<file path="config.mk">
export PLATFORM = sky130hd
export DESIGN_NAME = dma_req_gen
export DESIGN_NICKNAME = d
export VERILOG_FILES = /design/src/rtl/dma_req_pkg.sv /design/src/rtl/dma_req_cond.sv /design/src/rtl/dma_req_chan.sv /design/src/rtl/dma_req_gen.sv
export SDC_FILE = /design/constraint.sdc
export NUM_CORES = 1
export LEC_CHECK = 0
export BUFFER_PORTS_ARGS = -buffer_cell sky130_fd_sc_hd__buf_4
export CAP_MARGIN = 5
export CORE_AREA = 4 4 41 43
export CTS_BUF_LIST = sky130_fd_sc_hd__clkbuf_16
export DETAILED_ROUTE_END_ITERATION = 12
export DIE_AREA = 0 0 45 47
export HOLD_SLACK_MARGIN = 0.06
export PLACE_DENSITY = 0.63
export SYNTH_ARGS = -nofsm -noshare
export SYNTH_HDL_FRONTEND = slang
export SYNTH_HIERARCHICAL = 1
export SYNTH_SLANG_ARGS = --single-unit
</file>
<file path="constraint.sdc">
create_clock -name clk -period 1.1 [get_ports clk]
set_clock_uncertainty 0.05 [all_clocks]
set_input_delay 0.22 -clock clk [delete_from_list [all_inputs] [get_ports clk]]
set_output_delay 0.22 -clock clk [all_outputs]
set_load 0.1 [all_outputs]
</file>
<file path="src/rtl/dma_req_pkg.sv">
package dma_req_pkg;

  localparam int NUM_CH = 4;
  localparam int CH_TXS = 0;
  localparam int CH_TXB = 1;
  localparam int CH_RXS = 2;
  localparam int CH_RXB = 3;

  typedef enum logic {
    CH_IDLE = 1'b0,
    CH_REQ  = 1'b1
  } ch_state_e;

endpackage

</file>
<file path="src/rtl/dma_req_cond.sv">
module dma_req_cond
  import dma_req_pkg::*;
#(
  parameter int FIFO_DEPTH = 8,
  parameter int LVL_W      = 4
) (
  input  logic [LVL_W-1:0]  tx_level,
  input  logic [LVL_W-1:0]  rx_level,
  input  logic [LVL_W-1:0]  tx_thresh,
  input  logic [LVL_W-1:0]  rx_thresh,
  output logic [NUM_CH-1:0] cond
);

  localparam logic [LVL_W-1:0] DEPTH_L = LVL_W'(FIFO_DEPTH);

  always_comb begin
    cond         = '0;
    // a free stage exists while the level is below the depth
    cond[CH_TXS] = (tx_level < DEPTH_L);
    cond[CH_TXB] = (tx_level <= tx_thresh);
    cond[CH_RXS] = (rx_level != '0);
    cond[CH_RXB] = (rx_level >= rx_thresh);
  end

endmodule

</file>
<file path="src/rtl/dma_req_chan.sv">
module dma_req_chan
  import dma_req_pkg::*;
(
  input  logic clk,
  input  logic rst_n,
  input  logic sw_rst,
  input  logic en,
  input  logic cond,
  input  logic done,
  output logic req
);

  ch_state_e state_q;
  ch_state_e state_d;
  logic      st_load;

  always_comb begin
    state_d = state_q;
    if (sw_rst) begin
      state_d = CH_IDLE;
    end else begin
      unique case (state_q)
        CH_IDLE: if (en && cond)   state_d = CH_REQ;
        CH_REQ:  if (!en || done)  state_d = CH_IDLE;
        default:                   state_d = CH_IDLE;
      endcase
    end
  end

  assign st_load = (state_d != state_q);

  always_ff @(posedge clk or negedge rst_n) begin
    if (!rst_n) begin
      state_q <= CH_IDLE;
    end else if (st_load) begin
      state_q <= state_d;
    end
  end

  assign req = (state_q == CH_REQ);

endmodule

</file>
<file path="src/rtl/dma_req_gen.sv">
module dma_req_gen
  import dma_req_pkg::*;
#(
  parameter int FIFO_DEPTH = 8,
  parameter int LVL_W      = 4
) (
  input  logic             clk,
  input  logic             rst_n,
  input  logic             sw_rst,
  input  logic             tx_dma_en,
  input  logic             rx_dma_en,
  input  logic [LVL_W-1:0] tx_level,
  input  logic [LVL_W-1:0] rx_level,
  input  logic [LVL_W-1:0] tx_thresh,
  input  logic [LVL_W-1:0] rx_thresh,
  input  logic             tx_single_done,
  input  logic             tx_burst_done,
  input  logic             rx_single_done,
  input  logic             rx_burst_done,
  output logic             tx_single_req,
  output logic             tx_burst_req,
  output logic             rx_single_req,
  output logic             rx_burst_req
);

  logic [NUM_CH-1:0] ch_cond;
  logic [NUM_CH-1:0] ch_en;
  logic [NUM_CH-1:0] ch_done;
  logic [NUM_CH-1:0] ch_req;

  dma_req_cond #(
    .FIFO_DEPTH (FIFO_DEPTH),
    .LVL_W      (LVL_W)
  ) u_cond (
    .tx_level  (tx_level),
    .rx_level  (rx_level),
    .tx_thresh (tx_thresh),
    .rx_thresh (rx_thresh),
    .cond      (ch_cond)
  );

  always_comb begin
    ch_en           = '0;
    ch_en[CH_TXS]   = tx_dma_en;
    ch_en[CH_TXB]   = tx_dma_en;
    ch_en[CH_RXS]   = rx_dma_en;
    ch_en[CH_RXB]   = rx_dma_en;
    ch_done         = '0;
    ch_done[CH_TXS] = tx_single_done;
    ch_done[CH_TXB] = tx_burst_done;
    ch_done[CH_RXS] = rx_single_done;
    ch_done[CH_RXB] = rx_burst_done;
  end

  for (genvar i = 0; i < NUM_CH; i++) begin : g_chan
    dma_req_chan u_chan (
      .clk    (clk),
      .rst_n  (rst_n),
      .sw_rst (sw_rst),
      .en     (ch_en[i]),
      .cond   (ch_cond[i]),
      .done   (ch_done[i]),
      .req    (ch_req[i])
    );
  end

  assign tx_single_req = ch_req[CH_TXS];
  assign tx_burst_req  = ch_req[CH_TXB];
  assign rx_single_req = ch_req[CH_RXS];
  assign rx_burst_req  = ch_req[CH_RXB];

endmodule

</file>
==> run metrics <==
CP max stage cell=dfrtp_4; Leak=0.433 nW; clk sink count=4; DRT Pass-1 Iters=2; die width=between 40 and 50 um; max cap viols=0; die area=about 0.0021 sq mm; synthesized net count=77; Met3 Wirelength=between 100 and 150 um; Buf/Inv on CP=1; area fraction of the dominant cell type after synthesis=~27%; Area contributors post-synth=dfrtp_1 (27%), ha_1 (27%), inv_1 (13%); failing checks=negative setup slack; Slew Viols, Final=0; count leader, synth=inv_1; final WL=roughly 1100 um; CP Cell Sequence=buf_12; Finished Core Util=69.8%; max FFs per register=4; initial drt markers=3; maximum vdd ir drop=roughly 1.2 mV; fraction of synthesized area in multiplexers=0%; fin crit period=about 1200 ps; Post-Synth Adder-Cell Area=between 20% and 30%; Starting Density=between 20% and 30%; pin count of the biggest net entering global routing=5; crit end category=output pin; drt via density=roughly 4.5; cell taking the most area after synthesis=dfrtp_1; Post-synth EDFFs=0; main combinational cell family by area after synthesis=adder cells; RePlAce Congestion=approximately 0.62; vias in the first global route=442; Non-Filler Instances=94; first-pass GRT wire length=1690 um; ratio of total power to cell area=1180 mW/mm^2; clock slew at reported path FFs=around 30 ps; Storage cell area=110 sq um; worst-case hold slack=around 120 ps; worst-skew pair later-pin latency=about 220 ps; post-route clock period utilization=105%; synthesized area=369 sq um; Layout fillers=between 100 and 150; Hold WC Path Type=input port to register; Synth Instances=44; grt total ovfl=0; critical path class=register to output pin; final total power=around 1.1 mW; multi-input logic area=approximately 330 sq um; Crit Path Max Fanout=2; asr flop ratio synth=100%; synth cell count leaders=inv_1 (13), ha_1 (8), a2111oi_1 (4), dfrtp_1 (4), nor2_1 (4); final setup fails=3; DP Cell Count=between 80 and 90; Worst EP arrival=~880 ps; post-route met1 wirelength=between 300 and 400 um; startpoint types=register; Synth Area in Compound Gates=approximately a fifth; Avg Inst Size Synth=about 8.4 sq um; max frequency=about 870 MHz; xor and xnor area share after synthesis=0%; vias=422; boundary pin count=29; Site Rows=13; clk buf depth=2; final HPWL from detailed placement=slightly below 900 um; H-tree depth=1; Critical Path RT=between 800 and 900 ps; highest metal used=met3; synth unique cells=13; Area Growth Syn to Fin=146%; initial antenna violation count=0; max incr delay on CP=roughly 480 ps; simple logic cell fraction of the synthesized area=12.2%; Relative slew margins=80.6%; core area=about 0.0013 sq mm; CP delay by family, top=flip-flops; ratio of cells with drive above 1 in the final layout=between 60% and 70%; outcome=finished, violations left; share of the yosys chip area belonging to registers=between 20% and 30%; Tot GR Track Use=about an eighth; yosys warns=6; final worst setup slack=-50.3 ps; root buffer cell=clkbuf_16; Num CTS Buffers=3; met2 wire length=approximately 660 um; top_reg_cell synth=dfrtp_1; # diodes=0; Layout Nets=roughly 110; #FFs+latches synth=4; Least-Margin Pin Slew=approximately 290 ps; DRC viols=0; Hold Fails Final Rpt=0; Die Y=approximately 47 um; RSZ-0062 raised after global routing=true; IO buf count=28; DR WL/cell=12.1 um; DRT antenna net count=0; CTS tree=built
==> layer usage <==
| layer | track usage [%] | up-vias |
|---|---|---|
| met3 | 4.60 | 0 |
| met2 | 22.6 | 15 |
| li1 | - | 219 |
| met5 | 0 | - |
| met1 | 10.1 | 188 |
| met4 | 8.77 | 0 |
==> worst register-to-register path, stage by stage, from the launching register on <==
cell and delay [ps]:
dfrtp_4 480, buf_4 150, a2111oi_2 280
==> cell type report <==
type	count	area share (%)
multi-input cells	27	36.0
repair buffers	32	34.3
flip-flops and latches	4	12.1
clock buffers	3	8.26
inverters	13	7.30
well taps	15	2.07
==> logic make-up after synthesis <==
family / count (synthesis)
buffers and inverters: 13
AOI/OAI and AO/OA: 10
and+or+nand+nor: 9
adders and majority gates: 8
DFF: 4
==> path summary, 6_finish.rpt <==
kind	start	endpoint	slack [ps]	depth (start not counted)
max	g_chan[3].u_chan/req	rx_burst_req	-50	1
min	tx_single_done	g_chan[0].u_chan/req	120	2
max reg2reg	g_chan[3].u_chan/req	g_chan[3].u_chan/req	30	2
min reg2reg	g_chan[0].u_chan/req	g_chan[0].u_chan/req	450	1
max in group asynchronous	rst_n	g_chan[3].u_chan/req	600	2
min in group asynchronous	rst_n	g_chan[2].u_chan/req	280	2
==> layout by cell type (no fill, tap or decap), drive strengths merged, types with 2 or more instances in the layout <==
master,n
inv,13
dfrtp,4
clkbuf,3
a21oi,3
nor2,4
a2111oi,4
ha,8
buf,31
o21ai,2
==> where the power goes <==
part	switching [mW]	total (mW)	internal, mW
clock network	0.100	0.565	0.464
logic	0.163	0.338	0.175
registers	0.0113	0.172	0.161
total	0.274	1.07	0.801
==> through the flow <==
step	TNS (ps)	instance area (sq um)	setup WS, ps
2_1_floorplan	-476	465	-212
3_3_place_gp	-848	702	-369
3_5_place_dp	-906	702	-401
4_1_cts	-179	861	-58.4
5_1_grt	-211	908	-58.9
6_report	-101	908	-50.3
==> timing repair <==
action | in CTS | in global routing
setup buffers | 1 | 1
setup endpoints to repair | 6 | 7
hold buffers | 1 | 0
pin swaps | 8 | 3
endpoints found under the hold margin | 4 | 0
gates resized for setup | 16 | 7
No activity file was read; power rests on OpenSTA's default activity.
